==> config.mk <==
export PLATFORM = sky130hd
export DESIGN_NAME = seq_lock_top
export DESIGN_NICKNAME = d
export VERILOG_FILES = /design/src/rtl/seq_lock_pkg.sv /design/src/rtl/seq_lock_decode.sv /design/src/rtl/seq_lock_tracker.sv /design/src/rtl/seq_lock_brun.sv /design/src/rtl/seq_lock_top.sv
export SDC_FILE = /design/constraint.sdc
export NUM_CORES = 1
export LEC_CHECK = 0
export BUFFER_PORTS_ARGS = -buffer_cell sky130_fd_sc_hd__buf_4
export CORE_UTILIZATION = 35
export DETAILED_ROUTE_END_ITERATION = 16
export HOLD_SLACK_MARGIN = 0.05
export PLACE_DENSITY = 0.62
export RECOVER_POWER = 25
export SYNTH_ARGS = -nofsm -noshare
export SYNTH_HDL_FRONTEND = slang
export SYNTH_SLANG_ARGS = --single-unit
==> constraint.sdc <==
create_clock -name clk -period 3.5 [get_ports clk]
set_input_delay 0.35 -clock clk [delete_from_list [all_inputs] [get_ports clk]]
set_output_delay 0.35 -clock clk [all_outputs]
set_load 0.05 [all_outputs]
==> src/rtl/seq_lock_pkg.sv <==
package seq_lock_pkg;

    typedef enum logic [1:0] {
        SYM_IDLE = 2'b00,
        SYM_A    = 2'b01,
        SYM_B    = 2'b10,
        SYM_BOTH = 2'b11
    } sym_t;

    typedef enum logic {
        ST_TRACKING = 1'b0,
        ST_OPENED   = 1'b1
    } lock_mode_t;

endpackage

==> src/rtl/seq_lock_decode.sv <==
module seq_lock_decode
    import seq_lock_pkg::*;
(
    input  logic sym_a,
    input  logic sym_b,
    output sym_t sym,
    output logic valid,
    output logic is_a,
    output logic is_b
);

    always_comb begin
        unique case ({sym_b, sym_a})
            2'b00:   sym = SYM_IDLE;
            2'b01:   sym = SYM_A;
            2'b10:   sym = SYM_B;
            default: sym = SYM_BOTH;
        endcase
    end

    assign is_a  = (sym == SYM_A);
    assign is_b  = (sym == SYM_B);
    assign valid = is_a | is_b;

endmodule

==> src/rtl/seq_lock_tracker.sv <==
module seq_lock_tracker #(
    parameter int              SEQ_LEN = 6,
    parameter logic [SEQ_LEN-1:0] SEQ_CODE = 6'b010100,
    localparam int             PW      = (SEQ_LEN > 1) ? $clog2(SEQ_LEN) : 1
) (
    input  logic          clk,
    input  logic          rst_n,
    input  logic          step,
    input  logic          step_is_b,
    input  logic          clear,
    output logic          hit,
    output logic          complete,
    output logic          miss_a,
    output logic [PW-1:0] progress
);

    logic          expect_b;
    logic          at_last;
    logic [PW-1:0] progress_nxt;

    assign expect_b = SEQ_CODE[progress];
    assign at_last  = (progress == PW'(SEQ_LEN - 1));
    assign hit      = step && (step_is_b == expect_b);
    assign complete = hit && at_last;
    assign miss_a   = step && !step_is_b && expect_b;

    always_comb begin
        progress_nxt = progress;
        if (clear) begin
            progress_nxt = '0;
        end else if (step) begin
            if (hit && !at_last) begin
                progress_nxt = progress + PW'(1);
            end else begin
                progress_nxt = '0;
            end
        end
    end

    always_ff @(posedge clk) begin
        if (!rst_n) begin
            progress <= '0;
        end else begin
            progress <= progress_nxt;
        end
    end

    // an out-of-order A restarts the search
    a_r3_miss_restarts: assert property (@(posedge clk) disable iff (!rst_n)
        miss_a |=> (progress == '0));

    // a B where an A is expected restarts the search
    a_r4_b_miss_restarts: assert property (@(posedge clk) disable iff (!rst_n)
        (step && step_is_b && !expect_b) |=> (progress == '0));

    // the final match always leaves the tracker at the start
    a_r2_complete_restarts: assert property (@(posedge clk) disable iff (!rst_n)
        complete |=> (progress == '0));

endmodule

==> src/rtl/seq_lock_brun.sv <==
module seq_lock_brun #(
    parameter int  RUN_LIMIT = 3,
    localparam int CW        = (RUN_LIMIT > 1) ? $clog2(RUN_LIMIT) : 1
) (
    input  logic          clk,
    input  logic          rst_n,
    input  logic          got_a,
    input  logic          got_b,
    input  logic          clear,
    output logic          flush,
    output logic [CW-1:0] run_cnt
);

    logic          at_limit;
    logic [CW-1:0] run_nxt;

    assign at_limit = (run_cnt == CW'(RUN_LIMIT - 1));
    assign flush    = got_b && at_limit;

    always_comb begin
        run_nxt = run_cnt;
        if (clear || got_a || flush) begin
            run_nxt = '0;
        end else if (got_b) begin
            run_nxt = run_cnt + CW'(1);
        end
    end

    always_ff @(posedge clk) begin
        if (!rst_n) begin
            run_cnt <= '0;
        end else begin
            run_cnt <= run_nxt;
        end
    end

    // a completed B run empties the counter
    a_r5_flush_empties: assert property (@(posedge clk) disable iff (!rst_n)
        flush |=> (run_cnt == '0));

    // any A empties the counter
    a_r5_a_empties: assert property (@(posedge clk) disable iff (!rst_n)
        got_a |=> (run_cnt == '0));

    // a B below the limit extends the run by one
    a_r5_b_counts: assert property (@(posedge clk) disable iff (!rst_n)
        (got_b && !at_limit && !clear) |=> (run_cnt == $past(run_cnt) + CW'(1)));

endmodule

==> src/rtl/seq_lock_top.sv <==
module seq_lock_top
    import seq_lock_pkg::*;
#(
    parameter int                 SEQ_LEN   = 6,
    parameter logic [SEQ_LEN-1:0] SEQ_CODE  = 6'b010100,
    parameter int                 RUN_LIMIT = 3
) (
    input  logic clk,
    input  logic rst_n,
    input  logic sym_a,
    input  logic sym_b,
    output logic unlock,
    output logic alarm
);

    localparam int PW = (SEQ_LEN > 1) ? $clog2(SEQ_LEN) : 1;
    localparam int CW = (RUN_LIMIT > 1) ? $clog2(RUN_LIMIT) : 1;

    sym_t          sym;
    logic          valid;
    logic          is_a;
    logic          is_b;
    lock_mode_t    mode;
    lock_mode_t    mode_nxt;
    logic          tracking;
    logic          step;
    logic          prog_clear;
    logic          run_clear;
    logic          hit;
    logic          complete;
    logic          miss_a;
    logic          flush;
    logic [PW-1:0] progress;
    logic [CW-1:0] run_cnt;

    seq_lock_decode u_decode (
        .sym_a (sym_a),
        .sym_b (sym_b),
        .sym   (sym),
        .valid (valid),
        .is_a  (is_a),
        .is_b  (is_b)
    );

    assign tracking   = (mode == ST_TRACKING);
    assign step       = tracking && valid;
    assign run_clear  = !tracking && valid;
    assign prog_clear = run_clear || (tracking && flush);

    seq_lock_tracker #(
        .SEQ_LEN  (SEQ_LEN),
        .SEQ_CODE (SEQ_CODE)
    ) u_tracker (
        .clk       (clk),
        .rst_n     (rst_n),
        .step      (step),
        .step_is_b (is_b),
        .clear     (prog_clear),
        .hit       (hit),
        .complete  (complete),
        .miss_a    (miss_a),
        .progress  (progress)
    );

    seq_lock_brun #(
        .RUN_LIMIT (RUN_LIMIT)
    ) u_brun (
        .clk     (clk),
        .rst_n   (rst_n),
        .got_a   (is_a),
        .got_b   (is_b),
        .clear   (run_clear),
        .flush   (flush),
        .run_cnt (run_cnt)
    );

    // next-state logic and state register
    always_comb begin
        mode_nxt = mode;
        unique case (mode)
            ST_TRACKING: if (complete && !flush) mode_nxt = ST_OPENED;
            ST_OPENED:   if (valid)              mode_nxt = ST_TRACKING;
            default:                             mode_nxt = ST_TRACKING;
        endcase
    end

    always_ff @(posedge clk) begin
        if (!rst_n) begin
            mode <= ST_TRACKING;
        end else begin
            mode <= mode_nxt;
        end
    end

    // Mealy outputs
    always_comb begin
        unlock = 1'b0;
        alarm  = 1'b0;
        unique case (mode)
            ST_TRACKING: begin
                unlock = complete && !flush;
                alarm  = miss_a;
            end
            ST_OPENED: begin
                unlock = 1'b0;
                alarm  = 1'b0;
            end
            default: begin
                unlock = 1'b0;
                alarm  = 1'b0;
            end
        endcase
    end

    // the two pulses never coincide
    a_r9_exclusive: assert property (@(posedge clk) disable iff (!rst_n)
        !(unlock && alarm));

    // an unlock pulse moves the lock into the opened state
    a_r2_unlock_opens: assert property (@(posedge clk) disable iff (!rst_n)
        unlock |=> (mode == ST_OPENED));

    // a valid symbol in the opened state closes the lock and resets progress
    a_r6_open_exit: assert property (@(posedge clk) disable iff (!rst_n)
        (!tracking && valid) |=> (tracking && progress == '0 && run_cnt == '0));

    // idle cycles hold every state element
    a_r7_idle_hold: assert property (@(posedge clk) disable iff (!rst_n)
        (sym == SYM_IDLE) |=> ($stable(mode) && $stable(progress) && $stable(run_cnt)));

    // conflicting cycles hold every state element
    a_r8_both_hold: assert property (@(posedge clk) disable iff (!rst_n)
        (sym == SYM_BOTH) |=> ($stable(mode) && $stable(progress) && $stable(run_cnt)));

    // the opened state raises neither output
    a_r6_quiet_when_open: assert property (@(posedge clk) disable iff (!rst_n)
        !tracking |-> (!unlock && !alarm));

endmodule

* Word level (Yosys, flattened, before mapping)
Memories as Yosys holds them, arrays and structs flattened. A register that Yosys moved wholly into a read port is not among the register bits.
Index checks and enable logic that the tools add are counted.
** Storage, ports and cells
- Output and inout port bits :: 2
- Logic and storage cells :: 46
- Bits in registers :: 6
- ROM bits :: 8
- Memories :: 1
** Memory list
- (name not given) :: depth 8, width 1, rd ports 1, clocked after memory_dff 1, write ports 0, line seq_lock_tracker.sv:21 : assign expect_b = SEQ_CODE[progress];
** Cells by class
- Magnitude comparators :: 1
- Mux-type cells :: 10
- Bitwise operators :: 3
- Reduce and logical (&&, ||, !) cells :: 19
- Add/subtract/negate cells :: 2
- Equality and inequality tests :: 7
** Operators with widths (number)
- 1-bit logical AND :: 10
- 3-bit two-way mux :: 3
- 2-bit equality test, second input constant :: 3
- 1-bit case mux with 2 select lines :: 3
- 2-bit case mux with 3 select lines :: 1
- 2-bit by 1-bit equality test with 1-bit output, second input constant :: 2
- 3-bit by 4-bit less-than comparator with 1-bit output, second input constant :: 1
- 2-bit OR reduction :: 2
- 3-bit by 1-bit adder with 3-bit output, second input constant :: 1
- 3-bit equality test, second input constant :: 1
- 1-bit zero test :: 3
- 1-bit logical OR :: 3
- 1-bit two-way mux :: 3
- 2-bit by 1-bit adder with 2-bit output, second input constant :: 1
- 2-bit zero test :: 1
- 1-bit inverter :: 2
- 1-bit equality test :: 1
- 1-bit bitwise OR :: 1

* Logic depth before layout (Yosys ltp)
Gate-level depths: netlist (run 1).
- Depth in word-level cells :: 10
- Mapped depth :: 6
- Mapped depth without buffers :: 5

* Cells and area by module
Synthesis (run 1) repeated with hierarchy kept, for this count alone.
** Second synthesis, totals
- Cell total of the unflattened synthesis :: 59
- Area total of the unflattened synthesis :: 519.2 µm²
** Modules (own cells, without submodules)
- seq_lock_tracker :: instances 1, sequential area each 80.1 µm², area each 261.5 µm², cells each 31
- seq_lock_brun :: instances 1, sequential area each 40.0 µm², area each 111.4 µm², cells each 12
- seq_lock_top :: instances 1, sequential area each 20.0 µm², area each 85.1 µm², cells each 8
- seq_lock_decode :: instances 1, sequential area each 0.0 µm², area each 61.3 µm², cells each 8

* Least setup slack after synthesis (run 1)
Ideal clock, no wire load.
- Path type :: input-to-output
- Start :: input port sym_a
- End :: output port alarm
- Data arrival time :: 2.456 ns
- Buffers on the path :: 1
- Required time :: 3.150 ns
- Slack :: 0.694 ns
- Cell stages on the path :: 4
- Cells stage by stage :: inv_1 ha_1 buf_6 nor4b_1
** Between the ends
- Cells in the longest elaborated chain, start to end :: 8
** RTL lines
- from (decl) :: line seq_lock_top.sv:10 : input logic sym_a,
- 2-bit equality test, or another cell as far along :: line seq_lock_decode.sv:13 : unique case ({sym_b, sym_a})
- 2-bit case mux with 3 select lines * :: line seq_lock_decode.sv:13
- 2-bit by 1-bit equality test with 1-bit output / 2-bit equality test (equally long branches) :: line seq_lock_decode.sv:21, seq_lock_decode.sv:22
- 1-bit bitwise OR :: line seq_lock_decode.sv:23 : assign valid = is_a | is_b;
- 1-bit logical AND :: line seq_lock_top.sv:46 : assign step = tracking && valid;
- 1-bit logical AND * (2 in a row) :: line seq_lock_tracker.sv:25 : assign miss_a = step && !step_is_b && expect_b;
- 1-bit case mux with 2 select lines * :: line seq_lock_top.sv:99 : unique case (mode)
- to (decl) :: line seq_lock_top.sv:13 : output logic alarm
Every way passes the cells marked *; elsewhere a longest branch is shown, timed or not.

* Worst setup path after layout (run 1)
- Start :: input port sym_a
- End :: output port unlock
** Between the ends
- Cells in the longest elaborated chain, start to end :: 9
** RTL lines
- 2-bit equality test, or another cell as far along :: line seq_lock_decode.sv:13
- 2-bit case mux with 3 select lines * :: line seq_lock_decode.sv:13
- 2-bit by 1-bit equality test with 1-bit output / 2-bit equality test (equally long branches) :: line seq_lock_decode.sv:21, seq_lock_decode.sv:22
- 1-bit bitwise OR :: line seq_lock_decode.sv:23
- 1-bit logical AND :: line seq_lock_top.sv:46
- 1-bit logical AND :: line seq_lock_tracker.sv:23 : assign hit = step && (step_is_b == expect_b);
- 1-bit logical AND :: line seq_lock_tracker.sv:24 : assign complete = hit && at_last;
- 1-bit logical AND * :: line seq_lock_top.sv:101 : unlock = complete && !flush;
- 1-bit case mux with 2 select lines * :: line seq_lock_top.sv:99
- to (decl) :: line seq_lock_top.sv:12 : output logic unlock,
Marks and branches as above.

==> results of run 1 <==
cells in the mapped netlist:
library cell	number
o21ai_2	1
nand4_1	1
nor3b_1	1
a211oi_2	1
and2_2	1
o2111a_1	1
dfxtp_1	7
or4b_4	1
nand2b_1	1
or2_2	1
and3b_1	1
a21oi_1	3
nand2_1	1
mux2i_1	1
nor2_1	4
a221oi_2	1
o21ai_0	4
nand3b_1	2
inv_1	6
o21a_1	1
nand4b_1	1
nand3_1	1
buf_4	1
buf_2	1
nor4b_1	2
buf_6	1
ha_1	5
o211ai_1	1
xnor2_1	2
cells in the final DEF (no fill, tap or decap), types with 2 or more instances in the layout:
cell type / Yosys / layout
dfxtp_1: 7 / 7
inv_1: 6 / 6
ha_1: 5 / 5
nor2_1: 4 / 4
o21ai_0: 4 / 4
clkbuf_4: 0 / 4
buf_4: 1 / 4
a21oi_1: 3 / 3
xnor2_1: 2 / 2
nor4b_1: 2 / 2
nand3b_1: 2 / 2
layer usage:
| layer | vias up | share of wire, % | GRT usage [%] |
|---|---|---|---|
| met4 | 0 | 0 | 2.59 |
| met1 | 175 | 54 | 18.9 |
| li1 | 208 | - | - |
| met5 | - | 0 | 0 |
| met3 | 0 | 4.1 | 8.52 |
| met2 | 10 | 42 | 21.7 |
how the worst max path moves through the flow:
stage                     startpoint  endpoint  slack, ns
after global routing           sym_a    unlock       1.49
final                          sym_a    unlock       1.56
after CTS                      sym_a    unlock       1.59
after detailed placement       sym_a    unlock       1.60
after floorplan                sym_a     alarm       0.69
after global placement         sym_a    unlock       1.65
where the power goes:
part           switching (W)  internal, W  leakage [nW]
clock              0.0000325    0.0000437        0.0150
sequential        0.00000483    0.0000840        0.0569
combinational      0.0000222    0.0000217         0.151
area by class of cell:
cell class | count | area share, %
repair buffers | 5 | 6.77
inverters | 6 | 4.06
clock buffers | 4 | 4.74
well taps | 15 | 3.39
multi-input cells | 39 | 55.8
flip-flops and latches | 7 | 25.3
cell families (layout without fill, tap and decap cells):
| family | after synthesis | after routing | share of synthesized area [%] |
|---|---|---|---|
| AO/OA/AOI/OAI | 13 | 13 | 19.7 |
| XOR/XNOR | 2 | 2 | 3.54 |
| adder cells (fa/ha/maj) | 5 | 5 | 12.6 |
| buffers and inverters | 9 | 15 | 9.34 |
| flip-flops | 7 | 7 | 28.3 |
| multiplexers | 1 | 1 | 2.02 |
| AND/OR/NAND/NOR | 18 | 18 | 24.5 |
metrics by stage:
stage | std cells | cell area (um^2) | hold slack (ns) | util (%)
final | 76 | 554 | 0.314 | 42.6
after global routing | 76 | 554 | 0.319 | 42.6
after CTS | 76 | 554 | 0.310 | 42.6
after detailed placement | 72 | 528 | 0.498 | 40.6
after global placement | 72 | 528 | 0.485 | 40.6
after floorplan | 55 | 495 | 0.465 | -
state kept, by name, indices dropped and copies added, names as in the netlist:
signal              cells
u_tracker.progress      3
u_brun.run_cnt          2
mode                    1
u_tracker.expect_b      1
==> flow_metrics.tcl, run 1 <==
set metrics [dict create \
    worstPathArrival_ns 1.59 \
    r2r_cells 5 \
    postCtsSetupBuffers 0 \
    synth_area_leaders "dfxtp_1, ha_1, inv_1" \
    crit_path_end_kind "output pin" \
    layout-drive-gt1-share_pct 23.0 \
    vias 393 \
    synth_top_cell_by_area "dfxtp_1" \
    pre_cts_slack_ns 1.60 \
    layout_min_cycle_time_ns 1.94 \
    worst-path-stages 6 \
    rrSetupSlack_ns 2.00 \
    power_density_nw_per_um2 377 \
    required_ns 3.15 \
    syn2layout_area_growth_pct 11.9 \
    worst_pin_slew_ns 0.448 \
    worstHoldStart "rst_n" \
    clkTransAtPathRegs_ns 0.05 \
    grt_usage_pct 14.9 \
    finalWorstSetupSlack_ns 1.56 \
    setup_viol 0 \
    ctsResizeCount 0 \
    critPathLaunchType "input pin" \
    ant_nets 0 \
    finalSetupTns_ns 0 \
    cts_sinks 7 \
    syn_avg_cell_area_um2 9.01 \
    cts_hold_buf 0 \
    wire_per_inst_um 11.5 \
    die-height_um 39.6 \
    synth_seq_area_share_pct 28.3 \
    yosys.cell_types.count 29 \
    die_area_um2 1570 \
    drc_errors 0 \
    drv_slew 0 \
    crit_chain "clkbuf_4 -> inv_1 -> ha_1 -> nor2_1 -> o2111a_1 -> buf_4" \
    crit_path_max_fanout 10 \
    gp_congestion 0.809 \
    ctsRootBufferMaster "clkbuf_4" \
    nets 71 \
    worstSkewPairLatency_ns 0.25 \
    grt_pass1_wl_mm 1.52 \
    power_w 0.000209 \
    tritoncts "built" \
    nFillCells 137 \
    ys_ff_latch 7 \
    dp_hpwl_um 659 \
    finalHoldViolations 0 \
    start_util_pct 38.1 \
    synth_cells 55 \
    cp_slowest_stage_delay_ns 0.40 \
    clock-skew-final_ns 0.000810 \
    drt_pass1_iterations 4 \
    critPathBufInv 3 \
    ir_drop_v 0.000167 \
    p_leak_nw 0.223 \
    status "complete, no violations" \
    wl_um 876 \
    syn-num-nets 64 \
    cp_top_family "adder cells" \
    cts_buffers 3 \
    antenna_found_initial 0 \
    viasPerCell 5.17 \
    num_io_pins 6 \
    portBuffers 5 \
    die_w_um 39.6 \
    path_class "input pin to output pin" \
    max_cap_viol_count 0 \
    htreeDepth 1 \
    placementRows 13 \
    synthesis.area_um2 495 \
    finalCritPeriodShare_pct 55.3 \
    r2r-start "u_tracker.progress[1]" \
    slew_headroom_pct 70.0 \
    multi_input_area_um2 309 \
    crit_slowest_cell "ha_1" \
    hold_class "input pin to flop" \
    n_antenna_cell 0 \
    cts_buffer_depth 2 \
    grt_max_degree 12 \
    r2r_end "u_tracker.expect_b" \
    grt_pass1_vias 374 \
    yosys_warnings 0 \
    synth.top_cell.area_share_pct 28.3 \
    fmax_ghz 0.517 \
    min_to "mode" \
    grt_setup_unrepaired "no" \
    drt_iter0_drc 3 \
    holdPathStages 2 \
    final-seq-area_um2 140 \
    grt-ovfl-total 0 \
    core_area_um2 1300 \
]
(Power assumes the default switching activity.)
==> run 2, diff against run 1 <==
--- a/config.mk
+++ b/config.mk
@@ -9,7 +9,7 @@
 export CORE_UTILIZATION = 35
 export DETAILED_ROUTE_END_ITERATION = 16
 export HOLD_SLACK_MARGIN = 0.05
-export PLACE_DENSITY = 0.62
+export PLACE_DENSITY = 0.63
 export RECOVER_POWER = 25
 export SYNTH_ARGS = -nofsm -noshare
 export SYNTH_HDL_FRONTEND = slang
==> constraint.sdc (replaced) <==
create_clock -name clk -period 1.7 [get_ports clk]
set_input_delay 0.17 -clock clk [delete_from_list [all_inputs] [get_ports clk]]
set_output_delay 0.17 -clock clk [all_outputs]
set_load 0.05 [all_outputs]
==> flow_metrics.tcl, run 2 (same netlist as run 1, synthesis figures left out) <==
set metrics [dict create \
    power_density_nw_per_um2 765 \
    gp_congestion 0.785 \
    wl_um 939 \
    grt_pass1_vias 358 \
    htreeDepth 1 \
    grt_setup_unrepaired "no" \
    nets 72 \
    clock-skew-final_ns 0.00409 \
    num_io_pins 6 \
    cts_buffer_depth 2 \
    layout_min_cycle_time_ns 1.63 \
    final_common_cell "dfxtp_1" \
    n_antenna_cell 0 \
    final_cell_mix "dfxtp_1, inv_1, ha_1, buf_4" \
    placementRows 13 \
    largest_reg_flops 3 \
    syn2layout_area_growth_pct 17.2 \
    clkTransAtPathRegs_ns 0.05 \
    vias 418 \
    start_util_pct 38.1 \
    dp_hpwl_um 718 \
    path_class "flop to output pin" \
    portBuffers 5 \
    wl_met1_um 477 \
    grt_usage_pct 14.7 \
    wire_per_inst_um 12.2 \
    largestRegisters "u_tracker.progress: 3 flops, u_brun.run_cnt: 2 flops" \
    antenna_found_initial 0 \
    status "complete, no violations" \
    setup_viol 0 \
    drv_slew 0 \
    critPathLaunchType "flop" \
    top_layer_used "met4" \
    wl_met2_um 391 \
    ir_drop_v 0.000313 \
    fmax_ghz 0.615 \
    die-height_um 39.6 \
    viasPerCell 5.43 \
    cts_buffers 3 \
    wl_met3_um 30 \
    postCtsSetupBuffers 0 \
    ant_nets 0 \
    cts_hold_buf 0 \
    worstPathArrival_ns 1.46 \
    die_area_um2 1570 \
    nFillCells 141 \
    ctsResizeCount 0 \
    max_cap_viol_count 0 \
    die_w_um 39.6 \
    core_area_um2 1300 \
    finalHoldViolations 0 \
    p_leak_nw 0.231 \
    worst_pin_slew_ns 0.429 \
    largest_register "u_tracker.progress" \
    grt_pass1_wl_mm 1.49 \
    required_ns 1.53 \
    grt_max_degree 12 \
    hold_class "input pin to flop" \
    slew_headroom_pct 71.2 \
    cts_sinks 7 \
    drt_pass1_iterations 4 \
    instances_no_fill 77 \
    crit_path_end_kind "output pin" \
    ctsRootBufferMaster "clkbuf_4" \
    finalCritPeriodShare_pct 95.6 \
    layout-drive-gt1-share_pct 25.8 \
    worstSkewPairLatency_ns 0.26 \
    crit_path_max_fanout 2 \
    fin_hold_ws_ns 0.130 \
    tritoncts "built" \
    place_inst 73 \
    drt_iter0_drc 7 \
    drc_errors 0 \
    grt-ovfl-total 0 \
    finalSetupTns_ns 0 \
]
[run 2: final timing paths]
path,from,to,slack [ns],depth (start not counted)
min,rst_n,mode,0.13,2
max reg2reg,u_tracker.progress[1],u_tracker.expect_b,0.21,5
max,u_brun.run_cnt[0],unlock,0.07,5
min reg2reg,u_brun.run_cnt[1],u_brun.run_cnt[1],0.51,2
[run 2: metal layers]
| metal | vias to the layer above | global-route usage (%) |
|---|---|---|
| li1 | 208 | - |
| met1 | 195 | 18.9 |
| met2 | 10 | 19.7 |
| met3 | 5 | 3.41 |
| met4 | 0 | 12.9 |
| met5 | - | 0 |
[run 2: final cells by class]
class | count | area (um^2) | area share, %
clock buffers | 4 | 26.3 | 4.53
inverters | 6 | 22.5 | 3.88
multi-input cells | 39 | 324 | 55.8
flip-flops and latches | 7 | 140 | 24.1
well taps | 15 | 18.8 | 3.23
repair buffers | 6 | 48.8 | 8.41
[run 2: critical path: stages, from the launching register on]
cell      delay [ns]
dfxtp_1         0.35
inv_1           0.05
ha_1            0.20
and3b_1         0.20
o2111a_1        0.23
buf_6           0.17
[run 2: stage by stage]
| step | area [um^2] | util, % | worst slack (ns) | power (W) |
|---|---|---|---|---|
| final | 581 | 44.6 | 0.0747 | 0.000444 |
| after floorplan | 510 | - | 0.149 | 0.000264 |
| after CTS | 577 | 44.3 | 0.0317 | 0.000444 |
| after detailed placement | 551 | 42.3 | 0.176 | 0.000285 |
| after global placement | 551 | 42.3 | 0.191 | 0.000284 |
| after global routing | 581 | 44.6 | 0.0121 | 0.000466 |
[run 2: power breakdown]
group	switching, W	internal [W]
clock	0.0000729	0.0000903
combinational	0.0000491	0.0000494
sequential	0.00000977	0.000173
